File: src/rtl/stepctl_pkg.sv
package stepctl_pkg;
    typedef enum logic [1:0] {
        RP_IDLE = 2'd0,
        RP_HOLD = 2'd1,
        RP_RPT  = 2'd2
    } rp_state_e;
endpackage

File: src/rtl/tick_divider.sv
module tick_divider #(
    parameter int DIV = 256
) (
    input  logic clk,
    input  logic rst_n,
    input  logic en,
    output logic tick
);
    localparam int CW = (DIV > 1) ? $clog2(DIV) : 1;
    localparam logic [CW-1:0] LAST = CW'(DIV - 1);

    typedef struct packed {
        logic [CW-1:0] cnt;
    } div_s;

    div_s r_d, r_q;

    assign tick = en && (r_q.cnt == LAST);

    always_comb begin
        r_d = r_q;
        if (en) begin
            if (r_q.cnt == LAST) r_d.cnt = '0;
            else                 r_d.cnt = r_q.cnt + 1'b1;
        end
    end

    always_ff @(posedge clk or negedge rst_n) begin
        if (!rst_n) r_q <= '0;
        else        r_q <= r_d;
    end
endmodule

File: src/rtl/repeat_pulser.sv
module repeat_pulser
    import stepctl_pkg::*;
#(
    parameter int HOLD_TICKS = 600,
    parameter int RPT_TICKS  = 1
) (
    input  logic clk,
    input  logic rst_n,
    input  logic up_btn,
    input  logic dn_btn,
    input  logic tick,
    output logic step,
    output logic step_up
);
    localparam int MAXT = (HOLD_TICKS > RPT_TICKS) ? HOLD_TICKS : RPT_TICKS;
    localparam int CW   = $clog2(MAXT + 1);
    localparam logic [CW-1:0] HOLD_LAST = CW'(HOLD_TICKS - 1);
    localparam logic [CW-1:0] RPT_LAST  = CW'(RPT_TICKS - 1);

    typedef struct packed {
        rp_state_e     st;
        logic [CW-1:0] cnt;
        logic          dir;
        logic          step;
    } rp_s;

    rp_s r_d, r_q;
    logic only_up, only_dn, held;
    logic [CW-1:0] lim;

    assign step    = r_q.step;
    assign step_up = r_q.dir;

    always_comb begin
        only_up = up_btn && !dn_btn;
        only_dn = dn_btn && !up_btn;
        held    = r_q.dir ? only_up : only_dn;
        lim     = (r_q.st == RP_HOLD) ? HOLD_LAST : RPT_LAST;
        r_d      = r_q;
        r_d.step = 1'b0;
        case (r_q.st)
            RP_IDLE: begin
                if (only_up || only_dn) begin
                    r_d.step = 1'b1;
                    r_d.dir  = only_up;
                    r_d.st   = RP_HOLD;
                    r_d.cnt  = '0;
                end
            end
            RP_HOLD, RP_RPT: begin
                if (!held) begin
                    r_d.st = RP_IDLE;
                end else if (tick) begin
                    if (r_q.cnt == lim) begin
                        r_d.step = 1'b1;
                        r_d.st   = RP_RPT;
                        r_d.cnt  = '0;
                    end else begin
                        r_d.cnt = r_q.cnt + 1'b1;
                    end
                end
            end
            default: r_d.st = RP_IDLE;
        endcase
    end

    always_ff @(posedge clk or negedge rst_n) begin
        if (!rst_n) r_q <= '{st: RP_IDLE, cnt: '0, dir: 1'b0, step: 1'b0};
        else        r_q <= r_d;
    end
endmodule

File: src/rtl/updown_counter.sv
module updown_counter #(
    parameter int W        = 12,
    parameter bit SATURATE = 1'b1
) (
    input  logic         clk,
    input  logic         rst_n,
    input  logic         step,
    input  logic         up,
    output logic [W-1:0] value
);
    localparam logic [W-1:0] TOP = {W{1'b1}};

    typedef struct packed {
        logic [W-1:0] val;
    } cnt_s;

    cnt_s r_d, r_q;
    logic hold_up, hold_dn;

    assign value = r_q.val;

    generate
        if (SATURATE) begin : g_sat
            assign hold_up = (r_q.val == TOP);
            assign hold_dn = (r_q.val == '0);
        end else begin : g_wrap
            assign hold_up = 1'b0;
            assign hold_dn = 1'b0;
        end
    endgenerate

    always_comb begin
        r_d = r_q;
        if (step) begin
            if (up && !hold_up)       r_d.val = r_q.val + 1'b1;
            else if (!up && !hold_dn) r_d.val = r_q.val - 1'b1;
        end
    end

    always_ff @(posedge clk or negedge rst_n) begin
        if (!rst_n) r_q <= '0;
        else        r_q <= r_d;
    end
endmodule

File: src/rtl/stepctl_top.sv
module stepctl_top #(
    parameter int FAST_DIV        = 256,
    parameter int SLOW_DIV        = 32,
    parameter int HOLD_TICKS      = 600,
    parameter int LEVEL_RPT_TICKS = 1,
    parameter int METER_TICKS     = 11,
    parameter int LEVEL_W         = 12,
    parameter int METER_W         = 4
) (
    input  logic               clk,
    input  logic               rst_n,
    input  logic               up_btn,
    input  logic               dn_btn,
    input  logic               meter_btn,
    output logic [LEVEL_W-1:0] level,
    output logic               level_step,
    output logic [METER_W-1:0] meter_sel,
    output logic               meter_step
);
    logic fast_tick, slow_tick;
    logic lvl_up, mtr_up;

    tick_divider #(.DIV(FAST_DIV)) u_fast_div (
        .clk(clk), .rst_n(rst_n), .en(1'b1), .tick(fast_tick)
    );

    tick_divider #(.DIV(SLOW_DIV)) u_slow_div (
        .clk(clk), .rst_n(rst_n), .en(fast_tick), .tick(slow_tick)
    );

    repeat_pulser #(.HOLD_TICKS(HOLD_TICKS), .RPT_TICKS(LEVEL_RPT_TICKS)) u_lvl_rep (
        .clk(clk), .rst_n(rst_n), .up_btn(up_btn), .dn_btn(dn_btn),
        .tick(fast_tick), .step(level_step), .step_up(lvl_up)
    );

    repeat_pulser #(.HOLD_TICKS(METER_TICKS), .RPT_TICKS(METER_TICKS)) u_mtr_rep (
        .clk(clk), .rst_n(rst_n), .up_btn(meter_btn), .dn_btn(1'b0),
        .tick(slow_tick), .step(meter_step), .step_up(mtr_up)
    );

    updown_counter #(.W(LEVEL_W), .SATURATE(1'b1)) u_lvl_cnt (
        .clk(clk), .rst_n(rst_n), .step(level_step), .up(lvl_up), .value(level)
    );

    updown_counter #(.W(METER_W), .SATURATE(1'b0)) u_mtr_cnt (
        .clk(clk), .rst_n(rst_n), .step(meter_step), .up(mtr_up), .value(meter_sel)
    );
endmodule

File: config.mk
export PLATFORM = sky130hd
export DESIGN_NAME = stepctl_top
export DESIGN_NICKNAME = d
export VERILOG_FILES = /design/src/rtl/stepctl_pkg.sv /design/src/rtl/tick_divider.sv /design/src/rtl/repeat_pulser.sv /design/src/rtl/updown_counter.sv /design/src/rtl/stepctl_top.sv
export SDC_FILE = /design/constraint.sdc
export NUM_CORES = 1
export LEC_CHECK = 0
export BUFFER_PORTS_ARGS = -buffer_cell sky130_fd_sc_hd__buf_2
export CORE_ASPECT_RATIO = 0.75
export CORE_MARGIN = 2
export CORE_UTILIZATION = 60
export DETAILED_ROUTE_END_ITERATION = 12
export GPL_ROUTABILITY_DRIVEN = 0
export PLACE_DENSITY = 0.81
export SYNTH_ARGS = -nofsm -noshare
export SYNTH_HDL_FRONTEND = slang
export SYNTH_SLANG_ARGS = --single-unit
File: constraint.sdc
create_clock -name clk -period 7.54 [get_ports clk]
set_input_delay 2.262 -clock clk [delete_from_list [all_inputs] [get_ports clk]]
set_output_delay 2.262 -clock clk [all_outputs]
set_load 0.02 [all_outputs]
# Word level (Yosys, flattened, before mapping)

Index checks and enable logic that the tools add are counted.

Register bits after elaboration: 51
Input port bits: 5

Add/subtract/negate cells: 8
Equal/unequal tests: 19
Muxes and demuxes: 32
Reductions and logical operators: 26

Operators with widths:

| cell                                                                  | count |
|---|---|
| 12-bit 2-to-1 mux                                                     | 3 |
| 10-bit 2-to-1 mux                                                     | 3 |
| 10-bit one-hot mux with 2 select lines                                | 1 |
| 8-bit 2-to-1 mux                                                      | 2 |
| 14-bit 2-to-1 mux                                                     | 1 |
| 12-bit by 1-bit adder with 12-bit output (second input constant)      | 1 |
| 12-bit equality test (second input constant)                          | 1 |
| 12-bit logical NOT                                                    | 1 |
| 4-bit 2-to-1 mux                                                      | 3 |
| 3-bit != test (second input constant)                                 | 4 |
| 12-bit by 1-bit subtractor with 12-bit output (second input constant) | 1 |
| 10-bit by 1-bit adder with 10-bit output (second input constant)      | 1 |
| 10-bit equality test                                                  | 1 |
| 4-bit by 1-bit adder with 4-bit output (second input constant)        | 2 |
| 8-bit by 1-bit adder with 8-bit output (second input constant)        | 1 |
| 8-bit equality test (second input constant)                           | 1 |
| 1-bit 2-to-1 mux                                                      | 8 |
| 2-bit 2-to-1 mux                                                      | 4 |
| 2-bit one-hot mux with 2 select lines                                 | 2 |
| 4-bit one-hot mux with 2 select lines                                 | 1 |
| 4-bit AND reduction                                                   | 2 |
| 6-bit 2-to-1 mux                                                      | 1 |
| 2-bit by 1-bit != test with 1-bit output (second input constant)      | 3 |
| 2-bit != test (second input constant)                                 | 3 |
| 16 further kinds                                                      | 34 |

# Logic depth before layout (Yosys ltp)

Depth in word-level cells: 7
Gate-level depth with buffers: 10
Mapped depth without buffers: 10

# Modules after synthesis

From an unflattened synthesis, not the netlist that was laid out.

Cell total of the unflattened synthesis: 331
Area, all modules: 3,339.5 um^2

Modules (own cells, without submodules):

| module                      | times used | cells an instance | area each (um^2) |
|---|---|---|---|
| updown_counter at u_lvl_cnt | 1          | 99                | 972.2 |
| repeat_pulser at u_lvl_rep  | 1          | 94                | 905.9 |
| repeat_pulser at u_mtr_rep  | 1          | 50                | 499.2 |
| tick_divider at u_fast_div  | 1          | 36                | 397.9 |
| updown_counter at u_mtr_cnt | 1          | 28                | 289.0 |
| tick_divider at u_slow_div  | 1          | 22                | 267.8 |
| stepctl_top                 | 1          | 2                 | 7.5 |

# Least setup slack after synthesis

No wires, ideal clock.

Kind: in2reg
From: input up_btn
To: register u_lvl_rep.r_q[8] (netlist name)
Setup time: 0.126 ns
Arrival: 3.480 ns
Required time: 7.414 ns
Slack: 3.934 ns
Cell stages on the path: 8
Path buffers: 1
Path through: inv_1 -> ha_1 -> and2_1 -> a211o_1 -> clkbuf_1 -> a31o_2 -> nand2_1 -> o31ai_1

Cells in the longest elaborated chain, start to end: 5

Ends and longest elaborated chain:

| what                                                        | line                                     | text |
|---|---|---|
| from (decl)                                                 | stepctl_top.sv:12                        | `input logic up_btn,` |
| 1-bit logical NOT                                           | repeat_pulser.sv:36                      | `only_dn = dn_btn && !up_btn;` |
| 1-bit logical AND                                           | repeat_pulser.sv:36                      |  |
| 1-bit 2-to-1 mux / 1-bit logical OR (equally long branches) | repeat_pulser.sv:37, repeat_pulser.sv:43 |  |
| 2-bit by 1-bit != test with 1-bit output (no source line)   | n/a                                      |  |
| 4-bit AND reduction (no source line) *                      | n/a                                      |  |
| to (signal assigned)                                        | repeat_pulser.sv:68                      | `if (!rst_n) r_q <= '{st: RP_IDLE, cnt: '0, dir: 1'b0, step: 1'b0};` |
| to (signal assigned)                                        | repeat_pulser.sv:69                      | `else r_q <= r_d;` |
| to (decl)                                                   | repeat_pulser.sv:27                      | `rp_s r_d, r_q;` |

Every way passes the cells marked *; elsewhere a longest branch is shown, timed or not.
A chain may end at the register's enable or synchronous reset.

# Worst setup path after layout

From: input dn_btn
To: register u_lvl_rep.r_q[11] (netlist name)

Cells in the longest elaborated chain, start to end: 5

Ends and longest elaborated chain:

| what                                                        | line                                     | text |
|---|---|---|
| from (decl)                                                 | stepctl_top.sv:13                        | `input logic dn_btn,` |
| 1-bit logical NOT *                                         | repeat_pulser.sv:35                      | `only_up = up_btn && !dn_btn;` |
| 1-bit logical AND *                                         | repeat_pulser.sv:35                      |  |
| named net u_lvl_rep.only_up                                 | repeat_pulser.sv:28                      | `logic only_up, only_dn, held;` |
| 1-bit 2-to-1 mux / 1-bit logical OR (equally long branches) | repeat_pulser.sv:37, repeat_pulser.sv:43 |  |
| 2-bit by 1-bit != test with 1-bit output (no source line)   | n/a                                      |  |
| 4-bit AND reduction (no source line) *                      | n/a                                      |  |

The timed path passes the listed nets; every way through them passes the cells marked *.

==> metrics <==
Net Sw Frac 44.90%; Fmax about 260 MHz; Final Cell Area roughly 0.0034 mm^2; Cell Area, Synth around 0.0031 mm^2; post-CTS setup repair buffer count 0; Lkg Pwr around 1.5 nW; Seq pwr share 31.5%; fin crit share 50.24%; synth cell count leaders 51 x dfrtp_1, 40 x nand2_1, 36 x o21ai_0; WHS 0.4649 ns; Die W around 87 um; Filler cells 406; DP HPWL ~4300 um; clock skew 0.005959 ns; # rows 22; vias after detailed routing ~2.4k; Layout area overhead 7.965%; Cell Pwr Density 395.7 mW/mm^2; # DRC 0; max-cap viol count 0; Synth Register Bits 51; max incr delay on CP 0.46 ns; initial core utilization 62.78%; synth warn 0; clock slew at reported path FFs 0.09 ns; CP Capture Type flip-flop; DR WL/cell 14.15 um; R2R Path End u_lvl_cnt.value[11]; mux contribution to synthesized area roughly 3.1%; Post-synth ARST share 100.0%; layout cells sized above 1 14.57%; CP Class input port to flip-flop; combinational power share 56.8%; area share of fa/ha/maj cells after synthesis 11.75%; CTS sink cnt 51; post-synth top area share 41.03%; Compound-Gate Fraction of Synth Area 17.10%; worst slack, placed 3.447 ns; total CTS buffers 5; WP data arrival around 4 ns; R2R Setup Slk between 4 and 5 ns; Clock Root Buffer clkbuf_8; worst path cell trace buf_2, inv_1, ha_1, mux2_2, nand4_1, a211o_1, nand2b_1, o31ai_1; Post-synth EDFFs 0; status finished clean; Period minus WS final 3.788 ns; Final nets roughly 380; maximum vdd ir drop slightly below 0.2 mV; Skew-Pair Late Insertion Delay 0.31 ns; CTS tree built; final setup vio count 0; initial antenna violation count 0; Hold Vio Cnt, Final 0; Die H 66.36 um; Clock power frac 11.7%; Max Root-Sink Buffers 2; vias per inst 5.907; cells on worst reg2reg path 10; Hold/Removal Path Class flip-flop to flip-flop; RSZ-0062 raised after global routing false; # IOs 23; net switching power 0.0005967 W; top-count cell post-synth dfrtp_1; largest area contributor in the netlist dfrtp_1; Synth Area in XOR/XNOR 5.068%; Core ar. 0.004955 mm^2; Internal Pwr Total between 0.0007 and 0.0008 W; # H-tree levels 2; Fin Setup TNS 0 ns; Startpoint Class input port; Slew Viols, Final 0; first-pass GRT wire length 10140 um; DRT Pass-1 Iters 4; final setup margin 3.752 ns; post-synthesis simple-gate area fraction 19.11%; Post-CTS Resized 0; CP startpoint dn_btn; hold_buf cts 0; top cells by area, synth dfrtp_1 41%, ha_1 10%, o21ai_0 5.8%; Worst slew margin between 50% and 60%; die area around 0.0058 mm^2; Req. time, crit path 7.75 ns; Tot GR Track Use 22.36%; part of the Yosys area used for sequential elements about 41%; pin slew with the least headroom to its limit 0.6144 ns; RR Startpoint u_lvl_cnt.value[0]; Slowest-stage cell, CP a211o_1; number of distinct library cells after synthesis 48; Primary FF master, synth dfrtp_1; largest net degree at the start of global routing 52; largest family of logic cells by synthesized area simple AND/OR/NAND/NOR gates; 1st-iter DRT viols 93; ANT nets after route 0; post-synthesis instance total 326; number of antenna diodes 0; routed wire length 5800 um; syn avg cell area 9.541 um^2; Critical Path End u_lvl_rep.r_q[11]; Mapped Nets ~360; total congestion overflow 0; worst-path fanout max 12; port bufs 22; dpl cell area 0.003276 mm^2; vias in the first global route approximately 2.2k
-- placed cells by master, fill, tap and decap left out, types with 3 or more instances in the layout --
cell type,instances
dfrtp_1,51
o21bai_1,3
mux2i_1,3
mux2_2,6
xor2_1,8
clkbuf_8,5
ha_1,26
a21o_1,4
nand4_1,9
nand2_1,40
a21oi_1,16
and2_1,3
inv_1,14
o31ai_1,11
nand2b_1,7
xnor2_1,10
or3_1,4
and3_2,6
nand3_1,10
and3_1,5
nor4_1,5
nor2_1,9
buf_2,22
o21ai_0,35
-- metal layers --
| layer | share of wire (%) | GRT usage, % | wire, um | vias to the layer above |
|---|---|---|---|---|
| li1 | - | - | - | 1229 |
| met2 | 43 | 35.78 | 2514 | 56 |
| met3 | 4.9 | 4.370 | 282 | 10 |
| met1 | 51 | 31.03 | 2931 | 1127 |
| met5 | 0 | 0 | 0 | - |
| met4 | 1.2 | 6.538 | 72 | 0 |
-- worst max-delay path, delay by kind of cell --
family	cells	cell delay [ns]
fa+ha+maj	1	0.15
simple gates	2	0.48
buf+inv	2	0.16
compound gates	2	0.79
mux	1	0.17
-- per-stage QoR --
stage	instances	utilization (%)	power [W]
finish	410	67.78	0.001329
global route	410	67.78	0.001454
CTS	410	67.78	0.001333
global placement	403	66.11	0.001155
floorplan	326	-	0.001005
detailed placement	403	66.11	0.001177
-- worst min-delay path by stage --
| stage | from | end | slack (ns) | depth (start not counted) |
|---|---|---|---|---|
| final | u_mtr_cnt.value[3] | u_mtr_cnt.value[3] | 0.46 | 1 |
| after global routing | u_mtr_cnt.value[3] | u_mtr_cnt.value[3] | 0.49 | 1 |
| after CTS | u_mtr_cnt.value[3] | u_mtr_cnt.value[3] | 0.47 | 1 |
| after detailed placement | u_mtr_cnt.value[3] | u_mtr_cnt.value[3] | 0.46 | 1 |
| after global placement | u_mtr_cnt.value[3] | u_mtr_cnt.value[3] | 0.45 | 1 |
| after floorplan | u_fast_div.r_q[7] | u_fast_div.r_q[7] | 0.44 | 1 |
-- layout make-up --
cell class | count | area, um^2 | share of cell area (%)
Inverter | 14 | 52.55 | 1.565
Multi-Input combinational cell | 254 | 1747 | 52.01
Tap cell | 60 | 75.07 | 2.235
Sequential cell | 51 | 1276 | 38.00
Clock inverter | 2 | 13.76 | 0.4098
Timing Repair Buffer | 24 | 125.1 | 3.726
Clock buffer | 5 | 68.82 | 2.049
-- cells by family (layout without fill, tap and decap cells) --
group,Yosys count,in the layout
and+or+nand+nor,112,112
AOI/OAI and AO/OA,87,87
DFF,51,51
adders and majority gates,28,28
buffers and inverters,21,45
xor gates and xnor gates,18,18
muxes,9,9
-- state kept, by name, indices dropped and copies added (netlist names) --
register	flops
u_lvl_cnt.value	12
u_lvl_rep.r_q	12
u_fast_div.r_q	8
u_mtr_rep.r_q	6
u_slow_div.r_q	5
u_mtr_cnt.value	4
u_lvl_rep.step	1
u_lvl_rep.step_up	1
u_mtr_rep.step	1
u_mtr_rep.step_up	1
-- power by group through the flow --
stage | Sequential [W] | Combinational (W) | Clock, W
floorplan | 0.000463 | 0.000542 | 0
global placement | 0.000419 | 0.000736 | 0
detailed placement | 0.000424 | 0.000753 | 0
CTS | 0.000419 | 0.000756 | 0.000159
global route | 0.000430 | 0.000852 | 0.000172
finish | 0.000418 | 0.000755 | 0.000156
Note: power is estimated with default switching activity, not from simulation.
